--- src/rtl/lfb_pkg.sv ---
package lfb_pkg;

  typedef enum logic [1:0] {
    ST_IDLE = 2'd0,
    ST_FILL = 2'd1,
    ST_WB   = 2'd2
  } lfb_state_e;

  localparam logic [1:0] TT_NORMAL = 2'd0;

  // Capture a noncacheable access only for normal-type instruction reads
  function automatic logic nc_capture(input logic cacheable,
                                      input logic instr,
                                      input logic [1:0] tt,
                                      input logic enable);
    return enable && !cacheable && instr && (tt == TT_NORMAL);
  endfunction

endpackage

--- src/rtl/lfb_tag_cmp.sv ---
module lfb_tag_cmp #(
  parameter int TAG_W = 28
) (
  input  logic             line_valid,
  input  logic [TAG_W-1:0] line_tag,
  input  logic [TAG_W-1:0] req_tag,
  output logic             hit
);

  always_comb begin
    hit = line_valid && (line_tag == req_tag);
  end

endmodule

--- src/rtl/lfb_line_store.sv ---
module lfb_line_store #(
  parameter int DATA_W = 32,
  parameter int BEATS  = 4,
  localparam int OFF_W  = $clog2(BEATS),
  localparam int LINE_W = DATA_W * BEATS
) (
  input  logic              clk,
  input  logic              wr_en,
  input  logic [OFF_W-1:0]  wr_idx,
  input  logic [DATA_W-1:0] wr_data,
  input  logic [OFF_W-1:0]  rd_idx,
  output logic [DATA_W-1:0] rd_data,
  output logic [LINE_W-1:0] line_out
);

  logic [DATA_W-1:0] word_q [BEATS];

  for (genvar w = 0; w < BEATS; w++) begin : g_word
    logic word_en;
    always_comb begin
      word_en = wr_en && (wr_idx == OFF_W'(w));
    end
    always_ff @(posedge clk) begin
      if (word_en) begin
        word_q[w] <= wr_data;
      end
    end
    assign line_out[w*DATA_W +: DATA_W] = word_q[w];
  end

  always_comb begin
    rd_data = word_q[rd_idx];
  end

endmodule

--- src/rtl/lfb_fsm.sv ---
module lfb_fsm
  import lfb_pkg::*;
#(
  parameter int TAG_W = 28,
  parameter int OFF_W = 2
) (
  input  logic             clk,
  input  logic             rst_n,
  input  logic             req_valid,
  input  logic [TAG_W-1:0] req_tag,
  input  logic             req_instr,
  input  logic [1:0]       req_tt,
  input  logic             req_cacheable,
  input  logic             req_arr_hit,
  input  logic             buf_hit,
  input  logic             ncbuf_en,
  input  logic             freeze_en,
  input  logic             inv_all,
  input  logic             beat_valid,
  input  logic             beat_last,
  input  logic             arr_tgt_valid,
  output logic             req_ready,
  output logic             hit_accept,
  output logic             line_valid,
  output logic [TAG_W-1:0] line_tag,
  output logic             burst_req,
  output logic             req_bypass,
  output logic             beat_we,
  output logic [OFF_W-1:0] beat_idx,
  output logic             arr_wr_en
);

  lfb_state_e       st_q, st_n;
  logic             valid_q, valid_n;
  logic [TAG_W-1:0] tag_q, tag_n;
  logic             nc_q, nc_n;
  logic             kill_q, kill_n;
  logic [OFF_W-1:0] idx_q, idx_n;
  logic             burst_q, burst_n;
  logic             byp_q, byp_n;

  logic accept, capture, start_fill, bypass_go;

  // Request decode
  always_comb begin
    req_ready  = (st_q == ST_IDLE) && !inv_all;
    accept     = req_valid && req_ready;
    hit_accept = accept && buf_hit;
    capture    = nc_capture(req_cacheable, req_instr, req_tt, ncbuf_en);
    start_fill = accept && !buf_hit &&
                 ((req_cacheable && !req_arr_hit) || capture);
    bypass_go  = accept && !buf_hit && !req_cacheable && !capture;
    beat_we    = (st_q == ST_FILL) && beat_valid;
    arr_wr_en  = (st_q == ST_WB) && (!freeze_en || !arr_tgt_valid);
  end

  // Next state
  always_comb begin
    st_n    = st_q;
    valid_n = valid_q;
    tag_n   = tag_q;
    nc_n    = nc_q;
    kill_n  = kill_q;
    idx_n   = idx_q;
    burst_n = start_fill;
    byp_n   = bypass_go;
    case (st_q)
      ST_IDLE: begin
        if (start_fill) begin
          st_n    = ST_FILL;
          valid_n = 1'b0;
          tag_n   = req_tag;
          nc_n    = capture;
          kill_n  = 1'b0;
          idx_n   = '0;
        end
      end
      ST_FILL: begin
        if (inv_all) begin
          kill_n = 1'b1;
        end
        if (beat_we) begin
          idx_n = idx_q + OFF_W'(1);
          if (beat_last) begin
            valid_n = !(kill_q || inv_all);
            st_n    = (nc_q || kill_q || inv_all) ? ST_IDLE : ST_WB;
          end
        end
      end
      ST_WB: begin
        st_n = ST_IDLE;
      end
      default: begin
        st_n = ST_IDLE;
      end
    endcase
    if (inv_all) begin
      valid_n = 1'b0;
    end
  end

  // Registers
  always_ff @(posedge clk or negedge rst_n) begin
    if (!rst_n) begin
      st_q    <= ST_IDLE;
      valid_q <= 1'b0;
      tag_q   <= '0;
      nc_q    <= 1'b0;
      kill_q  <= 1'b0;
      idx_q   <= '0;
      burst_q <= 1'b0;
      byp_q   <= 1'b0;
    end else begin
      st_q    <= st_n;
      valid_q <= valid_n;
      tag_q   <= tag_n;
      nc_q    <= nc_n;
      kill_q  <= kill_n;
      idx_q   <= idx_n;
      burst_q <= burst_n;
      byp_q   <= byp_n;
    end
  end

  assign line_valid = valid_q;
  assign line_tag   = tag_q;
  assign burst_req  = burst_q;
  assign req_bypass = byp_q;
  assign beat_idx   = idx_q;

endmodule

--- src/rtl/line_fill_buffer.sv ---
module line_fill_buffer #(
  parameter int ADDR_W = 32,
  parameter int DATA_W = 32,
  parameter int BEATS  = 4,
  localparam int BYTE_W  = $clog2(DATA_W / 8),
  localparam int OFF_W   = $clog2(BEATS),
  localparam int WADDR_W = ADDR_W - BYTE_W,
  localparam int TAG_W   = WADDR_W - OFF_W,
  localparam int LINE_W  = DATA_W * BEATS
) (
  input  logic               clk,
  input  logic               rst_n,
  input  logic               req_valid,
  input  logic [WADDR_W-1:0] req_waddr,
  input  logic               req_instr,
  input  logic [1:0]         req_tt,
  input  logic               req_cacheable,
  input  logic               req_arr_hit,
  output logic               req_ready,
  output logic               resp_valid,
  output logic [DATA_W-1:0]  resp_data,
  output logic               req_bypass,
  input  logic               ncbuf_en,
  input  logic               freeze_en,
  input  logic               inv_all,
  output logic               burst_req,
  output logic [ADDR_W-1:0]  burst_addr,
  input  logic               beat_valid,
  input  logic [DATA_W-1:0]  beat_data,
  input  logic               beat_last,
  output logic               arr_wr_en,
  output logic [TAG_W-1:0]   arr_wr_line,
  output logic [LINE_W-1:0]  arr_wr_data,
  input  logic               arr_tgt_valid
);

  logic [TAG_W-1:0]  req_tag;
  logic [OFF_W-1:0]  req_off;
  logic              buf_hit;
  logic              hit_accept;
  logic              line_valid;
  logic [TAG_W-1:0]  line_tag;
  logic              beat_we;
  logic [OFF_W-1:0]  beat_idx;
  logic [DATA_W-1:0] rd_data;

  logic              resp_valid_q, resp_valid_n;
  logic [DATA_W-1:0] resp_data_q, resp_data_n;

  assign req_tag = req_waddr[WADDR_W-1:OFF_W];
  assign req_off = req_waddr[OFF_W-1:0];

  lfb_tag_cmp #(.TAG_W(TAG_W)) u_cmp (
    .line_valid (line_valid),
    .line_tag   (line_tag),
    .req_tag    (req_tag),
    .hit        (buf_hit)
  );

  lfb_fsm #(.TAG_W(TAG_W), .OFF_W(OFF_W)) u_fsm (
    .clk           (clk),
    .rst_n         (rst_n),
    .req_valid     (req_valid),
    .req_tag       (req_tag),
    .req_instr     (req_instr),
    .req_tt        (req_tt),
    .req_cacheable (req_cacheable),
    .req_arr_hit   (req_arr_hit),
    .buf_hit       (buf_hit),
    .ncbuf_en      (ncbuf_en),
    .freeze_en     (freeze_en),
    .inv_all       (inv_all),
    .beat_valid    (beat_valid),
    .beat_last     (beat_last),
    .arr_tgt_valid (arr_tgt_valid),
    .req_ready     (req_ready),
    .hit_accept    (hit_accept),
    .line_valid    (line_valid),
    .line_tag      (line_tag),
    .burst_req     (burst_req),
    .req_bypass    (req_bypass),
    .beat_we       (beat_we),
    .beat_idx      (beat_idx),
    .arr_wr_en     (arr_wr_en)
  );

  lfb_line_store #(.DATA_W(DATA_W), .BEATS(BEATS)) u_store (
    .clk      (clk),
    .wr_en    (beat_we),
    .wr_idx   (beat_idx),
    .wr_data  (beat_data),
    .rd_idx   (req_off),
    .rd_data  (rd_data),
    .line_out (arr_wr_data)
  );

  // Response register, loaded on an accepted buffer hit
  always_comb begin
    resp_valid_n = hit_accept;
    resp_data_n  = hit_accept ? rd_data : resp_data_q;
  end

  always_ff @(posedge clk or negedge rst_n) begin
    if (!rst_n) begin
      resp_valid_q <= 1'b0;
      resp_data_q  <= '0;
    end else begin
      resp_valid_q <= resp_valid_n;
      resp_data_q  <= resp_data_n;
    end
  end

  assign resp_valid  = resp_valid_q;
  assign resp_data   = resp_data_q;
  assign burst_addr  = {line_tag, {(ADDR_W - TAG_W){1'b0}}};
  assign arr_wr_line = line_tag;

endmodule

--- config.mk ---
export PLATFORM = sky130hd
export DESIGN_NAME = line_fill_buffer
export DESIGN_NICKNAME = d
export VERILOG_FILES = /design/src/rtl/lfb_pkg.sv /design/src/rtl/lfb_tag_cmp.sv /design/src/rtl/lfb_line_store.sv /design/src/rtl/lfb_fsm.sv /design/src/rtl/line_fill_buffer.sv
export SDC_FILE = /design/constraint.sdc
export NUM_CORES = 1
export LEC_CHECK = 0
export ABC_AREA = 1
export CAP_MARGIN = 0
export CELL_PAD_IN_SITES_DETAIL_PLACEMENT = 0
export CELL_PAD_IN_SITES_GLOBAL_PLACEMENT = 1
export CORE_AREA = 5 5 163 165
export CTS_CLUSTER_SIZE = 40
export DETAILED_ROUTE_END_ITERATION = 6
export DIE_AREA = 0 0 168 170
export GPL_ROUTABILITY_DRIVEN = 0
export PLACE_DENSITY_LB_ADDON = 0.2
export SKIP_LAST_GASP = 1
export SLEW_MARGIN = 20
export SYNTH_ARGS = -nofsm -noshare
export SYNTH_HDL_FRONTEND = slang
export SYNTH_SLANG_ARGS = --single-unit
--- constraint.sdc ---
create_clock -name clk -period 2.93 [get_ports clk]
set_input_delay 0.879 -clock clk [delete_from_list [all_inputs] [get_ports clk]]
set_output_delay 0.879 -clock clk [all_outputs]
set_load 0.1 [all_outputs]
# ---- Word-level counts from Yosys, hierarchy flattened
# Memory sizes are Yosys's and may differ from the RTL's. A register that Yosys moved wholly into a read port is not among the register bits.
# Cells that the tools add are included.
dict set report totals {
  ff_bits 38
  output_inout_bits 225
  input_bits 76
  latchBits 0
  mem_count 1
  ram_bits 128
  mem_bits_ro 0
  word_cells 101
}
dict set report op_classes {
  add_sub_neg 1
  shift 0
  order_cmp 0
  bitwise_logic 0
  muxes 32
  multipliers 0
  div 0
  n_reduce_logical 45
  n_eq_ne 13
}
# memory words word_bits read_ports rd_ports_with_merged_regs wr line_no
set memory_table {}
lappend memory_table {u_store.word_q 4 32 5 1 1 lfb_line_store.sv:16} ;# logic [DATA_W-1:0] word_q [BEATS];
# cell n
set ops {}
lappend ops {{$mux W32} 3}
lappend ops {{$reduce_or A32 Y1} 3}
lappend ops {{$eq A28 B28 Y1} 1}
lappend ops {{$logic_and A1 B1 Y1} 18}
lappend ops {{$mux W2} 9}
lappend ops {{$mux W1} 16}
lappend ops {{$logic_not A1 Y1} 9}
lappend ops {{$reduce_and A3 Y1} 3}
lappend ops {{$pmux W2 S2} 2}
lappend ops {{$eq A2 B2 Y1 const B} 3}
lappend ops {{$logic_not A2 Y1} 3}
lappend ops {{$ne A3 B2 Y1 const B} 2}
lappend ops {{$logic_or A1 B1 Y1} 5}
lappend ops {{$eq A2 B1 Y1 const B} 2}
lappend ops {{$ne A2 B1 Y1 const B} 2}
lappend ops {{$ne A2 B2 Y1 const B} 2}
lappend ops {{$pmux W1 S2} 2}
lappend ops {{$reduce_and A4 Y1} 1}
lappend ops {{$ne A3 B3 Y1 const B} 1}
lappend ops {{$reduce_bool A3 Y1} 1}
lappend ops {{$add A2 B1 Y2 const B} 1}
lappend ops {{$reduce_and A2 Y1} 1}
lappend ops {{$reduce_bool A2 Y1} 1}

# ---- Longest topological paths before layout
dict set report depth {
  ltp_word 9
  mapped_depth 15
  depth_no_buf 15
}

# ---- By module
# A second synthesis with hierarchy kept.
dict set report hier_totals {
  hier_cells 1011
  hier_area_um2 9135.0
}
# mod instances cells_per_inst seq_area_each_um2 area_per_inst_um2
set modules_own_cells {}
lappend modules_own_cells {lfb_line_store 1 509 3843.7 5437.7}
lappend modules_own_cells {line_fill_buffer 1 170 825.8 1561.5}
lappend modules_own_cells {lfb_fsm 1 179 925.9 1546.5}
lappend modules_own_cells {lfb_tag_cmp 1 153 0.0 589.3}

# ---- Worst setup path after synthesis
# OpenSTA, ideal clock, no wires.
dict set report synth_timing {
  kind {input port to output port}
  start {input port freeze_en}
  end {output port arr_wr_en}
  path_slack_ns -1.086
  required_time_ns 2.051
  t_arrival_ns 3.137
  path_stages 1
  path_buffers 0
  path_cell_list {a211oi_1}
}
dict set report synth_between {
  elab_chain_len 3
}
# item line_no
set synth_rtl {}
lappend synth_rtl {{start, declared} line_fill_buffer.sv:24} ;# input logic freeze_en,
lappend synth_rtl {{$logic_not A1 Y1} lfb_fsm.sv:54} ;# arr_wr_en = (st_q == ST_WB) && (!freeze_en || !arr_tgt_valid);
lappend synth_rtl {{$logic_or A1 B1 Y1} lfb_fsm.sv:54}
lappend synth_rtl {{$logic_and A1 B1 Y1} lfb_fsm.sv:54}
lappend synth_rtl {{end, declared} line_fill_buffer.sv:31} ;# output logic arr_wr_en,
# No other way between the ends.

# ---- Worst setup path after layout
# Same ends and word-level chain as after synthesis.

==> results by group <==
Floorplan
  – Chip Height: approximately 170 um
  – Area of the die: ~29000 um2
  – Top-Level Pins: about 300
  – Initial cell density of the core: 0.334
  – Placeable core region: between 20000 and 25000 um2
  – Die outline width: approximately 170 um
  – # rows: 58

Worst setup path
  – Category of the worst setup path capture point: output port
  – Top fanout value on the critical path: 1
  – Library cell contributing the largest single delay on the critical path: clkdlybuf4s50_1
  – Startpoint Class: input pin
  – Critical path data required time: just over 2 ns
  – Worst path arrival time: roughly 1.8 ns
  – WS Path Type: in2out
  – Dominant delay contributor by cell family on the critical path: buffers and inverters
  – Slowest cell delay on critical path: roughly 0.44 ns
  – Number of buffers and inverters on the critical path: 2
  – Crit-path cells: clkdlybuf4s50_1 -> a211oi_4 -> buf_12

Timing
  – TNS Setup: 0 ns
  – Setup violations, final: 0
  – Final Max Tran Viols: 0
  – Min Clock Period, post-route: about 2.7 ns
  – Transition at the pin with the smallest max-transition slack: 0.623 ns
  – Minimum hold slack: about 0.44 ns
  – Fin crit share: 0.919
  – Achievable Freq: 371 MHz
  – Max Clock Skew: roughly 0.013 ns
  – RSZ-0062 raised after global routing: no
  – Final hold violation count: 0
  – Worst slew slack as a fraction of its limit: 0.585

Pwr
  – Leakage power total: between 5 and 6 nW
  – Pwr dens: approximately 770 nW/um2
  – Post-layout total power: ~9.0 mW
  – Switching power share of the total: 0.433
  – Sw Pwr: between 3 and 4 mW
  – Internal Power: 5.07 mW
  – Clock Power Share: 0.286
  – Flop pwr share: 0.374
  – Worst-case vdd ir drop: about 570 uV
  – Logic gate share of total power: 0.340

Synth
  – Adder-cell share of the synthesized area: 0.00603
  – Synthesized instance count: between 700 and 800
  – Mux share of post-synthesis cell area: 0
  – Number of warnings printed during yosys synthesis: 0
  – Top cell type's share of synthesized area: 0.463
  – Post-synthesis instance area: between 8000 and 9000 um2
  – Main combinational cell family by area after synthesis: simple AND/OR/NAND/NOR gates
  – Area leader, netlist: edfxtp_1
  – Xor and xnor fraction of the mapped netlist area: 0.0116
  – Number of synthesized register bits: 198
  – Synth Area per Inst: about 11 um2
  – Area contributors post-synth: edfxtp_1 46%, dfrtp_1 21%, nand2_1 9.5%
  – Number of distinct library cells after synthesis: 36
  – Simple logic cell fraction of the synthesized area: 0.160
  – Register area share after synthesis: 0.674
  – Synth Area in Compound Gates: 0.0738

CTS
  – Insertion delay of the later-clocked pin in the worst-skew pair: about 0.44 ns
  – Buffers inserted during post-CTS setup optimization: 0
  – Post-CTS sizing: 0
  – H-tree depth: 4
  – Library cell used as clock root buffer: clkbuf_16
  – Maximum clock insertion buffer count: 2
  – Clock buffer count from CTS: 17
  – Clock tree from TritonCTS: done
  – Number of buffers inserted by hold repair at cts: 0
  – Clock sink total: roughly 200
  – Register clock-pin slew on the reported worst setup and hold paths: around 0.090 ns

Route
  – Met3 wire length: roughly 2300 um
  – Top layer reached by signal wires: met5
  – Count of TritonRoute iterations in the first routing pass: 5
  – Post-DRT Antenna Nets: 0
  – DR WL met2: around 12000 um
  – Count of routing violations after the opening detailed-route iteration: approximately 430
  – Via-per-instance ratio: between 4 and 5
  – DRC violation count after routing: 0
  – Total number of vias: ~6.4k
  – Met1 Wirelength: between 10000 and 15000 um
  – Final WL: approximately 25000 um
  – Routed wire length per instance: 18.2 um

Placed design
  – Number of input and output port buffers inserted: between 200 and 300
  – Detailed-placement wirelength estimate: ~18000 um

Hold path
  – Tightest Hold Check Type: in2async

Global route
  – Remaining Overflow, GRT: 0
  – Number of global-route vias before repair: approximately 6.3k
  – GRT Resource Usage Total: 0.173
  – Maximum number of pins on one net before global-route repair: 65
  – Antenna violations before repair: 1
  – Global-route wire length before repair: around 38000 um

Job
  – Maximum Capacitance Violations: 0

Final layout
  – Nets: roughly 1.1k
  – Area growth from synthesis to layout: 40.8%
  – Fraction of layout cells with a size suffix above 1: 0.279
  – Number of diodes added for antenna fixing: 0

Run status
  – Status: finished, final reports clean
## registers in the layout (all words and copies together), names as in the netlist
| signal | cells |
|---|---|
| u_store.word_q | 128 |
| resp_data | 32 |
| u_fsm.line_tag | 28 |
| u_fsm.beat_idx | 2 |
| u_fsm.st_q | 2 |
| resp_valid | 1 |
| u_fsm.burst_req | 1 |
| u_fsm.kill_q | 1 |
| u_fsm.line_valid | 1 |
| u_fsm.nc_q | 1 |
| u_fsm.req_bypass | 1 |
## placed cells by master (no fill, tap or decap), types with 5 or more instances in the layout
master	n
buf_4	227
edfxtp_1	128
nand2_1	210
inv_2	5
inv_8	6
xnor2_1	8
nor2_1	111
o32ai_1	32
o21ai_0	51
dfrtp_1	70
buf_12	12
inv_1	49
clkdlybuf4s50_1	72
nand3_1	6
clkbuf_16	17
## cells by family (layout without fill, tap and decap cells)
family	after synthesis	in the layout
AOI/OAI and AO/OA	93	93
xor gates and xnor gates	11	11
adders and majority gates	4	4
buffers and inverters	120	401
DFF	198	198
other	1	4
and+or+nand+nor	341	341
## metrics by stage
stage	instances	setup slack, ns	utilization	instance area, um2
after global routing	1382	0.205	0.470	11700
after CTS	1382	0.234	0.470	11700
final	1382	0.236	0.470	11700
after global placement	1350	0.184	0.444	11000
after floorplan	771	0.158	-	8330
after detailed placement	1350	0.165	0.444	11000
## power groups by stage
| stage | sequential [mW] | clock, mW | combinational, mW |
|---|---|---|---|
| 2_1_floorplan | 4.47 | 0 | 1.39 |
| 3_3_place_gp | 3.41 | 0 | 3.06 |
| 3_5_place_dp | 3.41 | 0 | 3.07 |
| 4_1_cts | 3.35 | 2.63 | 3.07 |
| 5_1_grt | 3.38 | 2.75 | 3.17 |
| 6_report | 3.35 | 2.56 | 3.05 |
## Yosys cell counts, drive strengths merged
cell type,n
nand4,1
o211ai,1
xnor2,8
clkinv,2
nor3b,1
a21boi,1
dfrtp,70
o21ai,56
a211o,1
o32ai,32
xor2,3
ha,4
inv,54
o22ai,1
a211oi,1
nand2,212
nor2,116
or2,2
edfxtp,128
nor3,2
nand3,7
conb,1
buf,46
clkbuf,18
## layout make-up
cell class | instances | area [um2]
multi-input cells | 453 | 2140
clock buffers | 17 | 425
well taps | 330 | 413
inverters | 56 | 215
repair buffers | 313 | 2680
fillers | 2367 | 13200
flip-flops and latches | 198 | 5600
clock inverters | 15 | 224
## worst register-to-register path, delay by kind of cell (launching register included)
family                 cells  cell delay (ns)
buffers and inverters      2             0.36
AND/OR/NAND/NOR            3             0.82
flip-flops                 1             0.42
## metal layers
metal	GRT usage	vias up
met5	0	-
met4	0.0392	2
met3	0.0627	17
met2	0.285	244
met1	0.221	3036
li1	-	3069
## path summary, 6_finish.rpt
check / from / end / slack [ns] / cells after the start
max: freeze_en / arr_wr_en / 0.24 / 3
min in group clk: resp_data[11] / resp_data[11] / 0.48 / 2
min reg2reg: resp_data[11] / resp_data[11] / 0.48 / 2
max in group asynchronous: rst_n / resp_data[2] / 1.86 / 2
min: rst_n / u_fsm.line_tag[2] / 0.44 / 1
max reg2reg: u_fsm.st_q[0] / u_store.word_q[3][26] / 1.00 / 5
(Power assumes the default switching activity.)
